**src/rtl/adc_sar_pkg.sv**
```systemverilog
package adc_sar_pkg;

  typedef enum logic [1:0] {
    ST_IDLE,
    ST_ARMED,
    ST_SAMPLE,
    ST_CONVERT
  } seqState_t;

  // strobes from control to datapath
  typedef struct packed {
    logic load;       // latch channel and width from the command
    logic startBits;  // clear approximation, place trial bit at MSB
    logic decide;     // apply comparator to current trial bit
    logic finish;     // last decision: copy code into result
  } dpStrobe_t;

endpackage

```
**src/rtl/adc_sar_ctrl.sv**
```systemverilog
module adc_sar_ctrl
  import adc_sar_pkg::*;
#(
  parameter int SMP_W       = 6,
  parameter int CNV_W       = 10,
  parameter int RES_BITS    = 10,
  parameter int LOW_BITS    = 8,
  parameter int NORM_SAMPLE = 15,
  parameter int NORM_TOTAL  = 158,
  parameter int FAST_SAMPLE = 8,
  parameter int FAST_TOTAL  = 91
) (
  input  logic             clk,
  input  logic             rstN,
  input  logic             cmdWr,
  input  logic             cmdStartNow,
  input  logic             cmdEight,
  input  logic             extTrig,
  input  logic             fastMode,
  input  logic             cfgTiming,
  input  logic [SMP_W-1:0] sampleCnt,
  input  logic [CNV_W-1:0] convertCnt,
  input  logic             bitIsLast,
  input  logic             nextIsLast,
  input  logic             pendAck,
  output dpStrobe_t        strobe,
  output logic             busy,
  output logic             sampleEn,
  output logic             compStrobe,
  output logic             donePend
);

  localparam int CNT_W = ((CNV_W > SMP_W) ? CNV_W : SMP_W) + 1;
  localparam logic [CNT_W-1:0] ONE       = CNT_W'(1);
  localparam logic [CNT_W-1:0] NORM_SMP  = CNT_W'(NORM_SAMPLE);
  localparam logic [CNT_W-1:0] FAST_SMP  = CNT_W'(FAST_SAMPLE);
  localparam logic [CNT_W-1:0] NORM_CONV = CNT_W'(NORM_TOTAL - NORM_SAMPLE);
  localparam logic [CNT_W-1:0] FAST_CONV = CNT_W'(FAST_TOTAL - FAST_SAMPLE);
  localparam logic [CNT_W-1:0] DIV_HI    = CNT_W'(RES_BITS);
  localparam logic [CNT_W-1:0] DIV_LO    = CNT_W'(LOW_BITS);

  seqState_t        state;
  logic [CNT_W-1:0] cnt;
  logic [CNT_W-1:0] perLen;
  logic [CNT_W-1:0] lastLen;
  logic             modeEight;

  logic             accept;
  logic             goSample;
  logic             eightNow;
  logic [CNT_W-1:0] sampLenNow;
  logic [CNT_W-1:0] convLen;
  logic [CNT_W-1:0] quot;
  logic [CNT_W-1:0] remd;
  logic [CNT_W-1:0] perNow;
  logic [CNT_W-1:0] lastNow;

  assign busy       = (state == ST_SAMPLE) || (state == ST_CONVERT);
  assign sampleEn   = (state == ST_SAMPLE);
  assign compStrobe = (state == ST_CONVERT) && (cnt == '0);
  assign accept     = cmdWr && !busy;

  // timing profile selection, evaluated at the start of sampling
  always_comb begin
    eightNow = accept ? cmdEight : modeEight;
    if (cfgTiming) begin
      sampLenNow = (sampleCnt == '0) ? ONE : CNT_W'(sampleCnt);
      convLen    = CNT_W'(convertCnt);
    end else if (fastMode) begin
      sampLenNow = FAST_SMP;
      convLen    = FAST_CONV;
    end else begin
      sampLenNow = NORM_SMP;
      convLen    = NORM_CONV;
    end
    quot    = eightNow ? (convLen / DIV_LO) : (convLen / DIV_HI);
    remd    = eightNow ? (convLen % DIV_LO) : (convLen % DIV_HI);
    perNow  = (quot == '0) ? ONE : quot;
    lastNow = perNow + remd;
  end

  always_comb begin
    strobe           = '0;
    strobe.load      = accept;
    goSample         = (accept && cmdStartNow) ||
                       ((state == ST_ARMED) && extTrig && !accept);
    strobe.startBits = (state == ST_SAMPLE) && (cnt == '0);
    strobe.decide    = compStrobe;
    strobe.finish    = compStrobe && bitIsLast;
  end

  always_ff @(posedge clk) begin
    if (!rstN) begin
      state     <= ST_IDLE;
      cnt       <= '0;
      perLen    <= ONE;
      lastLen   <= ONE;
      modeEight <= 1'b0;
      donePend  <= 1'b0;
    end else begin
      if (accept) modeEight <= cmdEight;
      unique case (state)
        ST_IDLE, ST_ARMED: begin
          if (goSample) begin
            state   <= ST_SAMPLE;
            cnt     <= sampLenNow - ONE;
            perLen  <= perNow;
            lastLen <= lastNow;
          end else if (accept) begin
            state <= ST_ARMED;
          end
        end
        ST_SAMPLE: begin
          if (cnt == '0) begin
            state <= ST_CONVERT;
            cnt   <= perLen - ONE;
          end else begin
            cnt <= cnt - ONE;
          end
        end
        ST_CONVERT: begin
          if (cnt == '0) begin
            if (bitIsLast) state <= ST_IDLE;
            else           cnt   <= nextIsLast ? (lastLen - ONE) : (perLen - ONE);
          end else begin
            cnt <= cnt - ONE;
          end
        end
        default: state <= ST_IDLE;
      endcase
      if (strobe.finish)  donePend <= 1'b1;
      else if (pendAck)   donePend <= 1'b0;
    end
  end

  // an immediate command starts sampling on the next cycle
  p_start_now_r2: assert property (@(posedge clk) disable iff (!rstN)
    cmdWr && cmdStartNow && !busy |=> busy && sampleEn);

  // without an armed command nothing starts
  p_idle_trig_r3: assert property (@(posedge clk) disable iff (!rstN)
    (state == ST_IDLE) && !cmdWr |=> !busy);

  // completion leaves pending set and busy low
  p_done_pend_r11: assert property (@(posedge clk) disable iff (!rstN)
    strobe.finish |=> donePend && !busy);

endmodule

```
**src/rtl/adc_sar_dp.sv**
```systemverilog
module adc_sar_dp
  import adc_sar_pkg::*;
#(
  parameter int RES_BITS = 10,
  parameter int LOW_BITS = 8,
  parameter int CH_W     = 3
) (
  input  logic                clk,
  input  logic                rstN,
  input  dpStrobe_t           strobe,
  input  logic [CH_W-1:0]     cmdChan,
  input  logic                cmdEight,
  input  logic                compIn,
  output logic [CH_W-1:0]     chanSel,
  output logic [RES_BITS-1:0] dacCode,
  output logic [RES_BITS-1:0] result,
  output logic                bitIsLast,
  output logic                nextIsLast
);

  localparam int DROP = RES_BITS - LOW_BITS;
  localparam logic [RES_BITS-1:0] MSB_MASK = RES_BITS'(1) << (RES_BITS - 1);
  localparam logic [RES_BITS-1:0] LO_MASK  = RES_BITS'(1) << DROP;
  localparam logic [RES_BITS-1:0] HI_MASK  = RES_BITS'(1);

  logic                eightMode;
  logic [RES_BITS-1:0] sar;
  logic [RES_BITS-1:0] trialMask;
  logic [RES_BITS-1:0] lowMask;
  logic [RES_BITS-1:0] kept;

  assign lowMask    = eightMode ? LO_MASK : HI_MASK;
  assign bitIsLast  = (trialMask == lowMask);
  assign nextIsLast = ((trialMask >> 1) == lowMask);
  assign kept       = compIn ? (sar | trialMask) : sar;
  assign dacCode    = sar | trialMask;

  always_ff @(posedge clk) begin
    if (!rstN) begin
      chanSel   <= '0;
      eightMode <= 1'b0;
      sar       <= '0;
      trialMask <= '0;
      result    <= '0;
    end else begin
      if (strobe.load) begin
        chanSel   <= cmdChan;
        eightMode <= cmdEight;
      end
      if (strobe.startBits) begin
        sar       <= '0;
        trialMask <= MSB_MASK;
      end else if (strobe.decide) begin
        sar       <= kept;
        trialMask <= strobe.finish ? '0 : (trialMask >> 1);
      end
      if (strobe.finish) result <= kept;
    end
  end

  // first trial after sampling is the MSB alone
  p_msb_first_r9: assert property (@(posedge clk) disable iff (!rstN)
    strobe.startBits |=> dacCode == MSB_MASK);

  // a low comparator drops the trial bit
  p_drop_bit_r9: assert property (@(posedge clk) disable iff (!rstN)
    strobe.decide && !compIn |=> (sar & $past(trialMask)) == '0);

  // 8-bit results leave the low bits clear
  p_eight_low_r4: assert property (@(posedge clk) disable iff (!rstN)
    strobe.finish && eightMode |=> result[DROP-1:0] == '0);

endmodule

```
**src/rtl/adc_sar_seq.sv**
```systemverilog
module adc_sar_seq
  import adc_sar_pkg::*;
#(
  parameter int CH_W        = 3,
  parameter int RES_BITS    = 10,
  parameter int LOW_BITS    = 8,
  parameter int SMP_W       = 6,
  parameter int CNV_W       = 10,
  parameter int NORM_SAMPLE = 15,
  parameter int NORM_TOTAL  = 158,
  parameter int FAST_SAMPLE = 8,
  parameter int FAST_TOTAL  = 91
) (
  input  logic                clk,
  input  logic                rstN,
  input  logic                cmdWr,
  input  logic [CH_W+1:0]     cmdData,
  input  logic                extTrig,
  input  logic                fastMode,
  input  logic                cfgTiming,
  input  logic [SMP_W-1:0]    sampleCnt,
  input  logic [CNV_W-1:0]    convertCnt,
  input  logic                compIn,
  input  logic                intMask,
  input  logic                pendAck,
  output logic [CH_W-1:0]     chanSel,
  output logic                sampleEn,
  output logic [RES_BITS-1:0] dacCode,
  output logic                compStrobe,
  output logic [RES_BITS-1:0] result,
  output logic                busy,
  output logic                donePend,
  output logic                intOut
);

  localparam int START_BIT = CH_W;
  localparam int EIGHT_BIT = CH_W + 1;

  dpStrobe_t strobe;
  logic      bitIsLast;
  logic      nextIsLast;

  adc_sar_ctrl #(
    .SMP_W(SMP_W), .CNV_W(CNV_W), .RES_BITS(RES_BITS), .LOW_BITS(LOW_BITS),
    .NORM_SAMPLE(NORM_SAMPLE), .NORM_TOTAL(NORM_TOTAL),
    .FAST_SAMPLE(FAST_SAMPLE), .FAST_TOTAL(FAST_TOTAL)
  ) uCtrl (
    .clk        (clk),
    .rstN       (rstN),
    .cmdWr      (cmdWr),
    .cmdStartNow(cmdData[START_BIT]),
    .cmdEight   (cmdData[EIGHT_BIT]),
    .extTrig    (extTrig),
    .fastMode   (fastMode),
    .cfgTiming  (cfgTiming),
    .sampleCnt  (sampleCnt),
    .convertCnt (convertCnt),
    .bitIsLast  (bitIsLast),
    .nextIsLast (nextIsLast),
    .pendAck    (pendAck),
    .strobe     (strobe),
    .busy       (busy),
    .sampleEn   (sampleEn),
    .compStrobe (compStrobe),
    .donePend   (donePend)
  );

  adc_sar_dp #(
    .RES_BITS(RES_BITS), .LOW_BITS(LOW_BITS), .CH_W(CH_W)
  ) uDp (
    .clk       (clk),
    .rstN      (rstN),
    .strobe    (strobe),
    .cmdChan   (cmdData[CH_W-1:0]),
    .cmdEight  (cmdData[EIGHT_BIT]),
    .compIn    (compIn),
    .chanSel   (chanSel),
    .dacCode   (dacCode),
    .result    (result),
    .bitIsLast (bitIsLast),
    .nextIsLast(nextIsLast)
  );

  assign intOut = donePend & intMask;

  // writes during a conversion leave the channel untouched
  p_busy_ignore_r10: assert property (@(posedge clk) disable iff (!rstN)
    busy && cmdWr |=> $stable(chanSel));

  // pending appears exactly as busy drops
  p_fall_pend_r11: assert property (@(posedge clk) disable iff (!rstN)
    $fell(busy) |-> donePend);

endmodule

```
**config.mk**
```make
export PLATFORM = sky130hd
export DESIGN_NAME = adc_sar_seq
export DESIGN_NICKNAME = d
export VERILOG_FILES = /design/src/rtl/adc_sar_pkg.sv /design/src/rtl/adc_sar_ctrl.sv /design/src/rtl/adc_sar_dp.sv /design/src/rtl/adc_sar_seq.sv
export SDC_FILE = /design/constraint.sdc
export NUM_CORES = 1
export LEC_CHECK = 0
export ABC_CLOCK_PERIOD_IN_PS = 19800
export BUFFER_PORTS_ARGS = -buffer_cell sky130_fd_sc_hd__buf_2
export CAP_MARGIN = 20
export CORE_ASPECT_RATIO = 0.75
export CORE_MARGIN = 3
export CORE_UTILIZATION = 60
export DETAILED_ROUTE_END_ITERATION = 10
export PLACE_DENSITY = 0.79
export SLEW_MARGIN = 20
export SYNTH_ARGS = -nofsm -noshare
export SYNTH_HDL_FRONTEND = slang
export SYNTH_SLANG_ARGS = --single-unit
export TNS_END_PERCENT = 100
```
**constraint.sdc**
```tcl
create_clock -name clk -period 19.8 [get_ports clk]
set_clock_uncertainty 0.1 [all_clocks]
set_input_delay 0.99 -clock clk [delete_from_list [all_inputs] [get_ports clk]]
set_output_delay 0.99 -clock clk [all_outputs]
set_load 0.02 [all_outputs]
```
==> results of run 1 <==
[worst paths after layout]
| check | from | to | slack, ns | cells past startpoint |
|---|---|---|---|---|
| setup / recovery | convertCnt[8] | uCtrl.lastLen[10]$_SDFFE_PN0P_ | 11.75 | 31 |
| hold / removal | uCtrl.cnt[1]$_SDFFE_PN0P_ | uCtrl.cnt[1]$_SDFFE_PN0P_ | 0.37 | 2 |
| setup reg to reg | uCtrl.state[1]$_SDFFE_PN0P_ | uCtrl.lastLen[8]$_SDFFE_PN0P_ | 14.46 | 20 |
| hold reg to reg | uCtrl.cnt[1]$_SDFFE_PN0P_ | uCtrl.cnt[1]$_SDFFE_PN0P_ | 0.37 | 2 |
[synth_stat cells (4+ instances only)]
cell / n
nor2b_1: 6
nor3b_1: 4
a21o_1: 4
nand3_1: 12
nand2b_1: 8
dfxtp_1: 67
nor4_1: 8
a221oi_1: 5
nand2_1: 80
or3_1: 6
inv_1: 26
buf_4: 4
o211ai_1: 6
a211oi_1: 14
clkbuf_1: 31
o221ai_1: 6
mux2i_1: 10
xor2_1: 14
o21ai_0: 31
nor2_1: 77
or2_2: 13
or4_1: 5
nor3_1: 19
a31oi_1: 6
ha_1: 15
buf_2: 4
and2_1: 6
a21oi_1: 83
xnor2_1: 17
[layout make-up]
cell class | count | share of cell area, %
multi-input cells | 536 | 61.6
flip-flops and latches | 67 | 25.0
repair buffers | 62 | 6.01
well taps | 101 | 2.35
clock buffers | 9 | 2.31
inverters | 27 | 1.89
clock inverters | 7 | 0.839
[power groups by stage]
stage	logic (mW)	registers, mW	clock network [mW]
floorplan	0.142	0.155	0
global placement	0.172	0.158	0
detailed placement	0.175	0.159	0
CTS	0.176	0.156	0.0999
global route	0.200	0.157	0.107
finish	0.180	0.156	0.0998
[logic make-up after synthesis]
logic type,count (synthesis)
adders and majority gates,16
xor gates and xnor gates,31
buffers and inverters,69
DFF,67
muxes,13
and+or+nand+nor,269
AOI/OAI and AO/OA,207
[metal layers]
layer / global-route usage [%] / up-vias / wire length, um
met2: 40.1 / 195 / 5560
li1: - / 2472 / -
met5: 0 / - / 0
met3: 7.35 / 14 / 1090
met4: 5.59 / 0 / 102
met1: 43.0 / 2289 / 6750
[registers in the layout, summed over array words and instances (netlist names)]
name,count
uCtrl.cnt,11
uCtrl.modeEight,1
uCtrl.donePend,1
uDp.eightMode,1
uCtrl.lastLen,11
uDp.sar,10
uDp.result,10
uCtrl.state,2
uDp.chanSel,3
uDp.trialMask,10
uCtrl.perLen,7
[per-stage QoR]
stage	power (mW)	setup WS, ns
global placement	0.330	11.86
floorplan	0.297	12.63
CTS	0.432	11.93
detailed placement	0.334	11.59
finish	0.436	11.75
global route	0.465	11.09
[worst max-delay path, delay by kind of cell]
kind,cells,cell delay [ns]
compound gates,12,3.21
xor+xnor,2,0.65
fa+ha+maj,4,1.19
buf+inv,2,0.34
mux,1,0.13
simple gates,10,1.69
==> reports/summary.txt, run 1 <==
pwr/cell area: 81.2 nW/um^2
Port Buf Inserts: 57
Post-Place Cell Area: 5200 sq um
Final Setup Violations: 0
Top-Level Pins: 58
# DRC: 0
DIE AREA: 9370 sq um
Syn Inst Count: 672
Ys Warns: 0
Power Internal: 0.262 mW
Sink Count: 67
switching power: 0.174 mW
all-layer global routing usage: 28.3%
most frequent cells in the layout: 83 x a21oi_1, 80 x nand2_1, 77 x nor2_1, 67 x dfxtp_1, 57 x buf_2
DRT iter0 DRCs: 479
top cells by area, synth: dfxtp_1 27%, a21oi_1 8.4%, nand2_1 6.1%
Hold WS: 0.375 ns
Setup Fix Bufs, Post-CTS: 0
Tcrit/Tclk final: 40.7%
drt first pass iters: 5
RePlAce Congestion: 0.975
CP startpoint kind: input pin
Synth cell types: 85
initial cell density of the core: 64.4%
core area: 7670 sq um
Clock power frac: 22.9%
Most common cell on crit path: nor2_1
combinational share of power: 41.3%
Die W: 111 um
Vias per Instance: 6.14
sequential share of power: 35.8%
RSZ-0062 raised after global routing: false
xor and xnor fraction of the mapped netlist area: 5.50%
CTS Root Cell: clkbuf_8
setup TNS: 0 ns
most common cell after layout, fill and taps aside: a21oi_1
GRT overflow: 0
Sw Share: 39.9%
fill count: 637
CP peak stage delay: 0.74 ns
Routed WL per cell: 16.7 um
HPWL Detailed: 10,000 um
Leakage: 2.24 nW
final-report hold violation count: 0
global-route wire length before repair: 22,200 um
post-synthesis mux area share: 2.94%
initial antenna violation count: 0
layout cells sized above 1: 15.8%
Die Y: 84.6 um
worst vdd ir: 0.0000538 V
cell taking the most area after synthesis: dfxtp_1
Rel. slew slack: 42.9%
DR vias: 4,970
CP required: 19.95 ns
WP data arrival: 8.20 ns
Post-Route WL: 13,500 um
placed cells: 793
Syn Nets: 718
Routed Antenna Nets: 0
top cell type's share of synthesized area: 27.2%
H-tree depth reported by CTS: 3
status: completed
Critical Path End Type: register
min Tclk post-route: 8.05 ns
Post-Layout Cell Count: 809
area growth from synthesis to layout: 8.74%
Post-Route Utilization: 70.0%
cts hold-fix bufs: 0
clk_lat worst skew: 0.35 ns
TritonCTS clock tree: yes
multi-input logic area: 3310 sq um
CP Max Fanout: 18
simple-gate share of the synthesized area: 27.0%
CP max stage cell: a22oi_1
largest net degree at the start of global routing: 39
Max Fclk: 124 MHz
Antenna Diode Count: 0
number of enable flip-flop cells after synthesis: 0
CTS Buffer Depth: 2
post-cts resize count: 0
Synth Cell Area: 4940 sq um
Finished Cell Area: 5370 sq um
FP Rows: 27
fin nets: 749
Syn Area/Cell: 7.35 sq um
CTS clk-pin slew, worst paths: 0.07 ns
Yosys reg bits: 67
ys flop type: dfxtp_1
sequential fraction of the synthesis area: 27.2%
Worst Max-Slew Pin Slew: 0.856 ns
vias in the first global route: 4,415
adder-cell share of the synthesized area: 4.20%
Setup CP Type: in -> reg
largest family of logic cells by synthesized area: compound AO/OA/AOI/OAI gates
max-cap viol count: 0
compound-gate portion of the synthesized area: 27.3%
Reg area: 1340 sq um
CTS buffer count: 9
Hold Path Class: reg -> reg
Max Slew Vio Count: 0
ys async rst share: 0%
No activity file was read; power rests on OpenSTA's default activity.
==> inputs of run 2 (changes only) <==
Settings changed: ABC_CLOCK_PERIOD_IN_PS 19800 to 8000, CORE_UTILIZATION 60 to 59, PLACE_DENSITY 0.79 to 0.78.
Clock period 19.8 ns to 8 ns, I/O delays scaled along.
==> run 2 against run 1 <==
Design area up 1.4%. Sequential power up 150%. Setup slack worse by 11 ns. Die area up 1.6%. Critical path depth unchanged. Routed wire length up 6.4%. Power rose to 2.7 times the previous value. Cell count up 0.74%. Via count up 5.1%. Largest power group unchanged.
==> reports/summary.txt, run 2 (same netlist as run 1, synthesis figures left out) <==
area growth from synthesis to layout: 10.2%
CP max stage cell: fa_1
Final Setup Violations: 0
Max Fclk: 136 MHz
Top-Level Pins: 58
Die W: 112 um
Post-Layout Cell Count: 815
min Tclk post-route: 7.38 ns
reg2reg setup slack: 2.67 ns
DR vias: 5,222
Port Buf Inserts: 57
post-cts resize count: 0
core area: 8020 sq um
largest net degree at the start of global routing: 39
R2R depth: 21
cts hold-fix bufs: 0
CP startpoint kind: input pin
Antenna Diode Count: 0
routing usage on met3: 7.13%
Tcrit/Tclk final: 92.2%
RSZ-0062 raised after global routing: false
# DRC: 0
most common cell after layout, fill and taps aside: a21oi_1
pwr/cell area: 213 nW/um^2
fin nets: 751
CP peak stage delay: 0.41 ns
vias in the first global route: 4,667
Setup Fix Bufs, Post-CTS: 0
CP required: 8.16 ns
Routed WL per cell: 17.6 um
met2 global-route usage: 45.0%
FP Rows: 28
H-tree depth reported by CTS: 3
CTS Root Cell: clkbuf_8
Pwr Total: 1.16 mW
Rel. slew slack: 44.6%
setup TNS: 0 ns
Critical Path End Type: register
Vias per Instance: 6.41
Max Slew Vio Count: 0
drt first pass iters: 5
worst vdd ir: 0.000150 V
WP data arrival: 7.54 ns
DRT iter0 DRCs: 604
Die Y: 85.2 um
met1 Use GR: 41.4%
initial antenna violation count: 0
max-cap viol count: 0
Setup CP Type: in -> reg
Post-Route WL: 14,400 um
DIE AREA: 9520 sq um
Hold WS: 0.187 ns
Setup crit end: uCtrl.lastLen[10]$_SDFFE_PN0P_
placed cells: 799
CTS clk-pin slew, worst paths: 0.07 ns
reg2reg end: uCtrl.lastLen[8]$_SDFFE_PN0P_
layout cells sized above 1: 16.1%
final-report hold violation count: 0
most frequent cells in the layout: 83 x a21oi_1, 80 x nand2_1, 77 x nor2_1, 67 x dfxtp_1, 57 x buf_2
clk_lat worst skew: 0.36 ns
GRT overflow: 0
Routed Antenna Nets: 0
CP Max Fanout: 22
Crit. Startpoint: cfgTiming
Worst Max-Slew Pin Slew: 0.823 ns
HPWL Detailed: 10,500 um
GRT Max-Usage Layer: met2
Leakage: 2.28 nW
Critical R2R Launch: uCtrl.state[1]$_SDFFE_PN0P_
CTS buffer count: 9
all-layer global routing usage: 29.5%
Sink Count: 67
RePlAce Congestion: 0.976
TritonCTS clock tree: yes
Most common cell on crit path: nor2_1
status: completed
initial cell density of the core: 61.6%
CTS Buffer Depth: 2
global-route wire length before repair: 22,900 um
Largest regs: uCtrl.cnt (11), uCtrl.lastLen (11)
fill count: 740
Hold Path Class: in -> reg
[run 2: per-layer routing]
layer	vias to the layer above	part of all wire, %
met3	25	8.5
met5	-	0
met1	2453	44
met2	256	45
li1	2488	-
met4	0	1.8
[run 2: critical path, delay by kind of cell]
family | cells | cell delay [ns]
AOI/OAI and AO/OA | 13 | 2.82
xor gates and xnor gates | 1 | 0.33
adders and majority gates | 4 | 1.23
buffers and inverters | 3 | 0.78
muxes | 1 | 0.13
and+or+nand+nor | 9 | 1.82
[run 2: worst min path at each step]
stage,from,to,slack (ns),cells past startpoint
floorplan,uCtrl.cnt[1]$_SDFFE_PN0P_,uCtrl.cnt[1]$_SDFFE_PN0P_,0.34,2
global placement,uCtrl.lastLen[1]$_SDFFE_PN0P_,uCtrl.lastLen[1]$_SDFFE_PN0P_,0.35,2
detailed placement,uCtrl.lastLen[1]$_SDFFE_PN0P_,uCtrl.lastLen[1]$_SDFFE_PN0P_,0.36,2
CTS,cmdData[1],uDp.chanSel[1]$_SDFFE_PN0P_,0.18,3
global route,cmdData[1],uDp.chanSel[1]$_SDFFE_PN0P_,0.22,3
finish,cmdData[0],uDp.chanSel[0]$_SDFFE_PN0P_,0.19,3
[run 2: area by class of cell]
type | instances | area, sq um | share of cell area (%)
Inverter | 27 | 101 | 1.86
Timing Repair Buffer | 64 | 338 | 6.20
Clock buffer | 13 | 179 | 3.29
Tap cell | 105 | 131 | 2.41
Multi-Input combinational cell | 536 | 3310 | 60.8
Sequential cell | 67 | 1340 | 24.6
Clock inverter | 3 | 43.8 | 0.804
[run 2: per-stage QoR]
step | setup slack [ns] | util [%] | area (sq um)
after floorplan | 1.42 | - | 4940
after global placement | 0.753 | 65.1 | 5220
after detailed placement | 0.439 | 65.1 | 5220
after CTS | 0.806 | 67.9 | 5450
after global routing | 0.169 | 67.9 | 5450
final | 0.620 | 67.9 | 5450
[run 2: report_power, final]
part           internal, mW  switching, mW
Combinational         0.184          0.274
Clock                 0.178          0.139
Sequential            0.356         0.0275
Total                 0.718          0.440
